<file path="src/rtl/intr_entry_pkg.sv">
package intr_entry_pkg;

    typedef enum logic [1:0] {
        KIND_NONE,
        KIND_NMI,
        KIND_FAST,
        KIND_NORM
    } irq_kind_e;

    typedef enum logic [2:0] {
        ST_IDLE,
        ST_PUSH,
        ST_VEC_HI,
        ST_VEC_LO,
        ST_VEC_FIN,
        ST_DONE
    } seq_state_e;

    localparam int CC_E = 7;
    localparam int CC_F = 6;
    localparam int CC_I = 4;

    localparam int SLOT_W   = 4;
    localparam int SLOT_CNT = 12;
    localparam logic [SLOT_W-1:0] SLOT_PCL = 4'd0;
    localparam logic [SLOT_W-1:0] SLOT_PCH = 4'd1;
    localparam logic [SLOT_W-1:0] SLOT_CC  = 4'(SLOT_CNT - 1);

    typedef struct packed {
        logic [15:0] pc;
        logic [15:0] u;
        logic [15:0] y;
        logic [15:0] x;
        logic [7:0]  dp;
        logic [7:0]  b;
        logic [7:0]  a;
        logic [7:0]  cc;
    } cpu_snap_t;

endpackage

</file>
<file path="src/rtl/intr_entry_arb.sv">
module intr_entry_arb
    import intr_entry_pkg::*;
(
    input  logic [2:0] pend_i,
    input  logic [7:0] cc_i,
    output irq_kind_e  kind_o
);
    logic fast_ok;
    logic norm_ok;

    assign fast_ok = pend_i[1] && !cc_i[CC_F];
    assign norm_ok = pend_i[2] && !cc_i[CC_I];

    always_comb begin
        if (pend_i[0])
            kind_o = KIND_NMI;
        else if (fast_ok)
            kind_o = KIND_FAST;
        else if (norm_ok)
            kind_o = KIND_NORM;
        else
            kind_o = KIND_NONE;
    end
endmodule

</file>
<file path="src/rtl/intr_entry_bytesel.sv">
module intr_entry_bytesel
    import intr_entry_pkg::*;
(
    input  cpu_snap_t         snap_i,
    input  logic [SLOT_W-1:0] slot_i,
    output logic [7:0]        byte_o
);
    always_comb begin
        unique case (slot_i)
            4'd0:    byte_o = snap_i.pc[7:0];
            4'd1:    byte_o = snap_i.pc[15:8];
            4'd2:    byte_o = snap_i.u[7:0];
            4'd3:    byte_o = snap_i.u[15:8];
            4'd4:    byte_o = snap_i.y[7:0];
            4'd5:    byte_o = snap_i.y[15:8];
            4'd6:    byte_o = snap_i.x[7:0];
            4'd7:    byte_o = snap_i.x[15:8];
            4'd8:    byte_o = snap_i.dp;
            4'd9:    byte_o = snap_i.b;
            4'd10:   byte_o = snap_i.a;
            default: byte_o = snap_i.cc;
        endcase
    end
endmodule

</file>
<file path="src/rtl/intr_entry_seq.sv">
module intr_entry_seq
    import intr_entry_pkg::*;
#(
    parameter logic [15:0] NMI_VEC   = 16'hFFFC,
    parameter logic [15:0] FAST_VEC  = 16'hFFF6,
    parameter logic [15:0] NORM_VEC  = 16'hFFF8,
    parameter int          CYC_W     = 6,
    parameter int          NMI_COST  = 19,
    parameter int          FAST_COST = 10,
    parameter int          NORM_COST = 19
) (
    input  logic              clk,
    input  logic              rst_n,
    input  logic              boundary_i,
    input  logic              nmi_req_i,
    input  logic              fast_req_i,
    input  logic              norm_req_i,
    input  logic [15:0]       pc_i,
    input  logic [15:0]       u_i,
    input  logic [15:0]       y_i,
    input  logic [15:0]       x_i,
    input  logic [15:0]       s_i,
    input  logic [7:0]        dp_i,
    input  logic [7:0]        b_i,
    input  logic [7:0]        a_i,
    input  logic [7:0]        cc_i,
    output logic              mem_we_o,
    output logic              mem_re_o,
    output logic [15:0]       mem_addr_o,
    output logic [7:0]        mem_wdata_o,
    input  logic [7:0]        mem_rdata_i,
    output logic              busy_o,
    output logic              done_o,
    output logic [15:0]       new_pc_o,
    output logic [7:0]        new_cc_o,
    output logic [15:0]       new_s_o,
    output logic [CYC_W-1:0]  cycles_o
);
    seq_state_e        state_q, state_d;
    irq_kind_e         kind_sel, kind_q;
    logic [2:0]        pend_q, take_vec;
    logic              accept;
    cpu_snap_t         snap_q;
    logic [15:0]       s_q;
    logic [SLOT_W-1:0] slot_q, slot_next;
    logic              last_slot;
    logic [7:0]        push_byte;
    logic [7:0]        vec_hi_q;
    logic [15:0]       vec_addr;
    logic [7:0]        cc_entry;
    logic [7:0]        cc_masks;
    logic [CYC_W-1:0]  cost;
    logic [15:0]       new_pc_q;
    logic [7:0]        new_cc_q;
    logic [CYC_W-1:0]  cyc_q;

    intr_entry_arb arb_i (
        .pend_i (pend_q),
        .cc_i   (cc_i),
        .kind_o (kind_sel)
    );

    intr_entry_bytesel sel_i (
        .snap_i (snap_q),
        .slot_i (slot_q),
        .byte_o (push_byte)
    );

    assign accept = (state_q == ST_IDLE) && boundary_i && (kind_sel != KIND_NONE);

    always_comb begin
        take_vec = 3'b000;
        if (accept) begin
            unique case (kind_sel)
                KIND_NMI:  take_vec = 3'b001;
                KIND_FAST: take_vec = 3'b010;
                KIND_NORM: take_vec = 3'b100;
                default:   take_vec = 3'b000;
            endcase
        end
    end

    always_ff @(posedge clk) begin
        if (!rst_n)
            pend_q <= 3'b000;
        else
            pend_q <= (pend_q & ~take_vec) | {norm_req_i, fast_req_i, nmi_req_i};
    end

    // Entry value of CC: E marks whether the frame is the full register set.
    always_comb begin
        cc_entry = cc_i;
        cc_entry[CC_E] = (kind_sel != KIND_FAST);
    end

    // Fast entries jump from the PC high slot straight to the CC slot.
    assign last_slot = (slot_q == SLOT_CC);
    assign slot_next = (kind_q == KIND_FAST && slot_q == SLOT_PCH) ? SLOT_CC : slot_q + 4'd1;

    always_comb begin
        unique case (kind_q)
            KIND_FAST: begin
                vec_addr = FAST_VEC;
                cc_masks = 8'((1 << CC_I) | (1 << CC_F));
                cost     = CYC_W'(FAST_COST);
            end
            KIND_NORM: begin
                vec_addr = NORM_VEC;
                cc_masks = 8'(1 << CC_I);
                cost     = CYC_W'(NORM_COST);
            end
            default: begin
                vec_addr = NMI_VEC;
                cc_masks = 8'((1 << CC_I) | (1 << CC_F));
                cost     = CYC_W'(NMI_COST);
            end
        endcase
    end

    // State register
    always_ff @(posedge clk) begin
        if (!rst_n)
            state_q <= ST_IDLE;
        else
            state_q <= state_d;
    end

    // Next state
    always_comb begin
        state_d = state_q;
        unique case (state_q)
            ST_IDLE:    if (accept) state_d = ST_PUSH;
            ST_PUSH:    if (last_slot) state_d = ST_VEC_HI;
            ST_VEC_HI:  state_d = ST_VEC_LO;
            ST_VEC_LO:  state_d = ST_VEC_FIN;
            ST_VEC_FIN: state_d = ST_DONE;
            ST_DONE:    state_d = ST_IDLE;
            default:    state_d = ST_IDLE;
        endcase
    end

    // Datapath registers
    always_ff @(posedge clk) begin
        if (!rst_n) begin
            kind_q   <= KIND_NONE;
            snap_q   <= '0;
            s_q      <= '0;
            slot_q   <= SLOT_PCL;
            vec_hi_q <= '0;
            new_pc_q <= '0;
            new_cc_q <= '0;
            cyc_q    <= '0;
        end else begin
            unique case (state_q)
                ST_IDLE: begin
                    if (accept) begin
                        kind_q    <= kind_sel;
                        snap_q.pc <= pc_i;
                        snap_q.u  <= u_i;
                        snap_q.y  <= y_i;
                        snap_q.x  <= x_i;
                        snap_q.dp <= dp_i;
                        snap_q.b  <= b_i;
                        snap_q.a  <= a_i;
                        snap_q.cc <= cc_entry;
                        s_q       <= s_i;
                        slot_q    <= SLOT_PCL;
                    end
                end
                ST_PUSH: begin
                    s_q    <= s_q - 16'd1;
                    slot_q <= slot_next;
                end
                ST_VEC_LO: vec_hi_q <= mem_rdata_i;
                ST_VEC_FIN: begin
                    new_pc_q <= {vec_hi_q, mem_rdata_i};
                    new_cc_q <= snap_q.cc | cc_masks;
                    cyc_q    <= cost;
                end
                default: ;
            endcase
        end
    end

    // Outputs
    always_comb begin
        mem_we_o    = 1'b0;
        mem_re_o    = 1'b0;
        mem_addr_o  = '0;
        mem_wdata_o = '0;
        unique case (state_q)
            ST_PUSH: begin
                mem_we_o    = 1'b1;
                mem_addr_o  = s_q - 16'd1;
                mem_wdata_o = push_byte;
            end
            ST_VEC_HI: begin
                mem_re_o   = 1'b1;
                mem_addr_o = vec_addr;
            end
            ST_VEC_LO: begin
                mem_re_o   = 1'b1;
                mem_addr_o = vec_addr + 16'd1;
            end
            default: ;
        endcase
    end

    assign busy_o   = (state_q != ST_IDLE);
    assign done_o   = (state_q == ST_DONE);
    assign new_pc_o = new_pc_q;
    assign new_cc_o = new_cc_q;
    assign new_s_o  = s_q;
    assign cycles_o = cyc_q;

endmodule

</file>
<file path="config.mk">
export PLATFORM = sky130hd
export DESIGN_NAME = intr_entry_seq
export DESIGN_NICKNAME = d
export VERILOG_FILES = /design/src/rtl/intr_entry_pkg.sv /design/src/rtl/intr_entry_arb.sv /design/src/rtl/intr_entry_bytesel.sv /design/src/rtl/intr_entry_seq.sv
export SDC_FILE = /design/constraint.sdc
export NUM_CORES = 1
export LEC_CHECK = 0
export BUFFER_PORTS_ARGS = -buffer_cell sky130_fd_sc_hd__buf_4
export CORE_MARGIN = 4
export CORE_UTILIZATION = 56
export DETAILED_ROUTE_END_ITERATION = 10
export HOLD_SLACK_MARGIN = 0.03
export PLACE_DENSITY = 0.82
export SETUP_SLACK_MARGIN = 0.15
export SYNTH_ARGS = -nofsm -noshare
export SYNTH_HDL_FRONTEND = slang
export SYNTH_SLANG_ARGS = --single-unit
</file>
<file path="constraint.sdc">
create_clock -name clk -period 6.1 [get_ports clk]
set_clock_uncertainty 0.1 [all_clocks]
set_input_delay 1.22 -clock clk [delete_from_list [all_inputs] [get_ports clk]]
set_output_delay 1.22 -clock clk [all_outputs]
set_load 0.005 [all_outputs]
</file>
* Word-level counts from Yosys, hierarchy flattened
Cells that the tools add are included.
Operators by class: equal/unequal tests 24, add/sub/neg operators 3, reductions and logical operators 16, bitwise gates (word level) 4, order comparisons 0, multiply operators 0, muxes and demuxes 21, div/mod/pow operators 0, shift operators 0
Operators by type and width (count):
- 8-bit one-hot mux with 11 select lines | 1
- 16-bit one-hot mux with 3 select lines | 1
- 16-bit one-hot mux with 2 select lines | 1
- 16-bit by 1-bit adder with 16-bit output (second input constant) | 1
- 4-bit by 3-bit == test with 1-bit output (second input constant) | 4
- 4-bit == test (second input constant) | 4
- 16-bit two-way mux | 1
- 4-bit one-hot mux with 2 select lines | 2
- 16-bit by 1-bit subtractor with 16-bit output (second input constant) | 1
- 3-bit one-hot mux with 5 select lines | 1
- 3-bit two-way mux | 3
- 3-bit one-hot mux with 3 select lines | 1
- 2-bit == test (second input constant) | 4
- 4-bit by 2-bit == test with 1-bit output (second input constant) | 2
- 4-bit two-way mux | 2
- 8-bit two-way mux | 1
- 8-bit OR | 1
- 7-bit two-way mux | 1
- 3-bit by 2-bit == test with 1-bit output (second input constant) | 2
- 3-bit == test (second input constant) | 2
- 2-bit two-way mux | 3
- 2-bit != test (second input constant) | 3
- 2-bit AND reduction | 3
- 1-bit logical AND | 5
- other kinds (15) | 18
Storage, ports and cells: latch bits 0, input port bits 126, bits in registers 162, logic and storage cells 85, memories kept 0, bits in read-only memories 0, output and inout port bits 74, RAM bits 0

* Longest topological paths before layout
depth in word-level cells 11, gate-level depth with buffers 9

* By module
Synthesis repeated with hierarchy kept, for this count alone.
Unflattened totals: cells, all modules 971, area total of the unflattened synthesis 7433.4 µm²
By module, submodules not included:
- intr_entry_seq | cells each 821, times used 1, area an instance 6387.4 µm²
- intr_entry_bytesel | cells each 145, times used 1, area an instance 1008.5 µm²
- intr_entry_arb | cells each 5, times used 1, area an instance 37.5 µm²

* Least setup slack after synthesis
Ideal clock, no wire load.
path kind flip-flop to output port, from reg slot_q[1], to out mem_wdata_o[6], arrival time 1723 ps, stages on the path, launching flop included 9, slack 3057 ps, buffers on the path 2, required time 4780 ps, cell sequence dfxtp_1 inv_1 ha_1 clkbuf_1 clkbuf_1 a222oi_1 mux2i_1 a211oi_1 a21oi_1
On the way: cells in the longest elaborated chain, start to end 3
RTL lines:
- start: declaration | line intr_entry_seq.sv:45 | logic [SLOT_W-1:0] slot_q, slot_next;
- start signal: assignment | line intr_entry_seq.sv:172 | slot_q <= slot_next;
- 4-bit == test (tied with other cells) | line intr_entry_bytesel.sv:9 | unique case (slot_i)
- 8-bit one-hot mux with 11 select lines * | line intr_entry_bytesel.sv:9
- 8-bit two-way mux * | line intr_entry_seq.sv:191 | unique case (state_q)
- end: declaration | line intr_entry_seq.sv:30 | output logic [7:0] mem_wdata_o,
Every way passes the cells marked *; elsewhere a longest branch is shown, timed or not.

* Final worst setup path
from reg slot_q[0], to out mem_wdata_o[0]
Same word-level chain as after synthesis.

==> results.tsv <==
stage	metric	value	unit
sta	Slew @ Worst Pin	1.11	ns
global_route	vias in the first global route	6589	
global_route	GRT overflow	0	
power	Peak supply drop	0.240	mV
worst_setup_path	crit path launch type	flop	
global_route	met3 Track Usage GR	0.0706	
worst_setup_path	crit-path cells	ha_1, nor4_1, nor2_1, o21ai_0, buf_4	
power	pwr dens	295	nW/um^2
clock_tree	Post CTS Setup Buffer Count	0	
routing	DR pass1 iterations	6	
routing	detailed-route DRC error count	0	
worst_setup_path	Required @ worst endpoint	4.78	ns
clock_tree	Num CTS Buffers	17	
placement	GPL Wtd Cong	0.851	
clock_tree	clk root buf	clkbuf_16	
placement	dpl cell area	8500	um^2
worst_setup_path	crit path max fanout	20	
clock_tree	clk sinks	158	
min_path	hold crit path type	reg -> reg	
floorplan	die width	121	um
worst_setup_path	CP arrival	2.85	ns
yosys	synthesized area	7120	um^2
layout	ANT cells	0	
yosys	Post-Syn Instances	937	
worst_setup_path	Top Family by Delay on Critical Path	simple AND/OR/NAND/NOR gates	
layout	post-route cell area	9100	um^2
status	status	completed	
routing	DR iter-0 viols	755	
floorplan	std cell rows	40	
sta	Peak Freq	240	MHz
global_route	largest net degree at the start of global routing	112	
global_route	initial antenna violation count	0	
global_route	first-pass GRT wire length	32.8	mm
clock_tree	clock-pin slew on the worst setup and hold paths	0.07	ns
yosys	largest family of logic cells by synthesized area	simple AND/OR/NAND/NOR gates	
layout	area grow syn2layout	27.8	%
clock_tree	CTS tree	yes	
global_route	met2 Use GR	0.435	
sta	final hold violation count	0	
placement	DP Wirelength	13.8	mm
yosys	Synth Flop Type	dfxtp_1	
power	leakage power	0.00355	uW
routing	Routed Antenna Nets	0	
clock_tree	Hold Buf Count CTS	0	
worst_setup_path	CP endpoint kind	output port	
routing	routed vias	7255	
sta	pins over their slew limit	0	
yosys	multiplexer area fraction after synthesis	0.00738	
layout	layout cells sized above 1	0.229	
global_route	met1 GRT Util	0.377	
yosys	Post-Synth Adder-Cell Area	0.00879	
global_route	Most Crowded Layer GR	met2	
floorplan	Die ar.	14600	um^2
floorplan	core area	12200	um^2
clock_tree	H-tree depth	4	
yosys	Post-synth EDFFs	0	
yosys	warnings from Yosys	0	
global_route	Tot GR Track Use	0.279	
worst_setup_path	CP Buf/Inv Count	1	
floorplan	# IOs	200	
clock_tree	CTS Buffer Depth	2	
sta	Final Setup Violations	0	
layout	fill count	1006	
routing	Routed wire per std cell	16.3	um
layout	Final nets	1208	
clock_tree	post-cts gate resize count	0	
yosys	Post-Synth Simple-Gate Area	0.237	
yosys	XOR/XNOR Fraction of Synth Area	0.0123	
yosys	Synth Area in Compound Gates	0.226	
floorplan	Initial Util	0.583	
job	Max Cap Violations	0	
yosys	Post-synth ARST share	0	
sta	setup TNS	0	ns
sta	fin crit share	0.683	
yosys	post-synthesis register bit count	158	
placement	# port buffers	196	
worst_setup_path	slowest CP cell	nor4_1	
worst_setup_path	crit path kind	reg -> out	
sta	Relative slew margins	0.258	
sta	unrepaired setup endpoints after global routing	no	
clock_tree	clock latency on the worst-skew pair	0.43	ns
routing	final wirelength	20.5	mm
routing	vias per std cell	5.77	
worst_setup_path	CP max stage delay	0.78	ns
yosys	Synth Area per Inst	7.60	um^2
yosys	post-synthesis sequential area ratio	0.444	
yosys	Yosys cell types	60	
sta	Min Clock Period, post-route	4.17	ns
floorplan	Die H	121	um
-- worst min-delay path, cell delays in order, from the launching register on --
cell and delay [ns]:
dfxtp_1 0.31, nand2_1 0.05, a21oi_1 0.05
-- cells in the final DEF (no fill, tap or decap), types with 3 or more instances in the layout --
cell / instances
a21oi_1: 159
inv_6: 3
a311oi_1: 4
clkbuf_16: 17
o22ai_1: 10
ha_1: 5
nor3_1: 5
inv_1: 10
nand3_1: 34
mux2i_1: 3
clkinvlp_4: 3
dfxtp_1: 158
buf_4: 207
nor2_1: 32
nor4_1: 4
a41oi_1: 5
o21ai_0: 21
o211ai_1: 3
nand2b_1: 8
xnor2_1: 5
a221oi_1: 5
or4_1: 3
nor2b_1: 4
nor3b_1: 4
a222oi_1: 9
o31ai_1: 6
nand4_1: 7
a22oi_1: 16
a22o_1: 3
nand2_1: 271
or3_1: 6
a32oi_1: 4
xor2_1: 5
a31oi_1: 7
-- synth_stat cells, types with 6 or more instances --
cell type | count | share of area
a21oi_1 | 159 | 0.11
a222oi_1 | 9 | 0.013
a22oi_1 | 16 | 0.017
a31oi_1 | 7 | 0.0061
buf_2 | 13 | 0.0091
buf_4 | 13 | 0.014
clkbuf_1 | 54 | 0.028
dfxtp_1 | 158 | 0.44
inv_1 | 10 | 0.0053
nand2_1 | 271 | 0.14
nand2b_1 | 8 | 0.0070
nand3_1 | 34 | 0.024
nand4_1 | 7 | 0.0061
nor2_1 | 32 | 0.017
o21ai_0 | 21 | 0.015
o22ai_1 | 10 | 0.0088
o31ai_1 | 6 | 0.0063
or3_1 | 6 | 0.0053
-- state kept, by name, indices dropped and copies added, names as in the netlist --
name / cells
kind_q: 2
new_pc_o: 16
new_cc_o: 8
pend_q: 3
new_s_o: 16
slot_q: 4
vec_hi_q: 8
state_q: 3
cycles_o: 2
snap_q: 96
-- layout make-up --
type / count / area (um^2) / share of cell area
clock buffers: 19 / 443 / 0.0487
clock inverters: 13 / 154 / 0.0169
inverters: 13 / 51.3 / 0.00564
multi-input cells: 680 / 3530 / 0.387
flip-flops and latches: 158 / 3160 / 0.348
well taps: 168 / 210 / 0.0231
repair buffers: 207 / 1550 / 0.171
-- routing by layer --
layer  vias up  routed length [um]
met5         -                   0
met4         0                 397
met3        33                1800
met2       302                9570
met1      3388                8760
li1       3532                   -
-- through the flow --
stage / total power, uW / std cells / hold slack (ns) / worst slack (ns) / utilization
after CTS: 2690 / 1258 / 0.352 / 1.96 / 0.745
after global routing: 2790 / 1258 / 0.369 / 1.79 / 0.745
after global placement: 1620 / 1226 / 0.337 / 2.36 / 0.696
after floorplan: 1450 / 938 / 0.332 / 3.06 / -
final: 2680 / 1258 / 0.353 / 1.93 / 0.745
after detailed placement: 1620 / 1226 / 0.343 / 2.33 / 0.696
-- power breakdown --
| group | switching, uW | leakage [uW] | internal (uW) |
|---|---|---|---|
| Clock | 450 | 0.000284 | 623 |
| Sequential | 56.2 | 0.00129 | 1090 |
| Combinational | 252 | 0.00198 | 208 |
-- logic make-up after synthesis --
family	Yosys count
compound gates	267
buf+inv	100
flops	158
fa+ha+maj	5
other cells	1
simple gates	391
mux	5
xor+xnor	10
-- final timing paths --
check	slack, ns	start	cells past startpoint	end
min reg2reg	0.35	vec_hi_q[0]	2	new_pc_o[8]
max reg2reg	2.95	state_q[0]	5	snap_q[81]
min	0.35	vec_hi_q[0]	2	new_pc_o[8]
max	1.93	slot_q[0]	5	mem_wdata_o[0]
(Power assumes the default switching activity.)
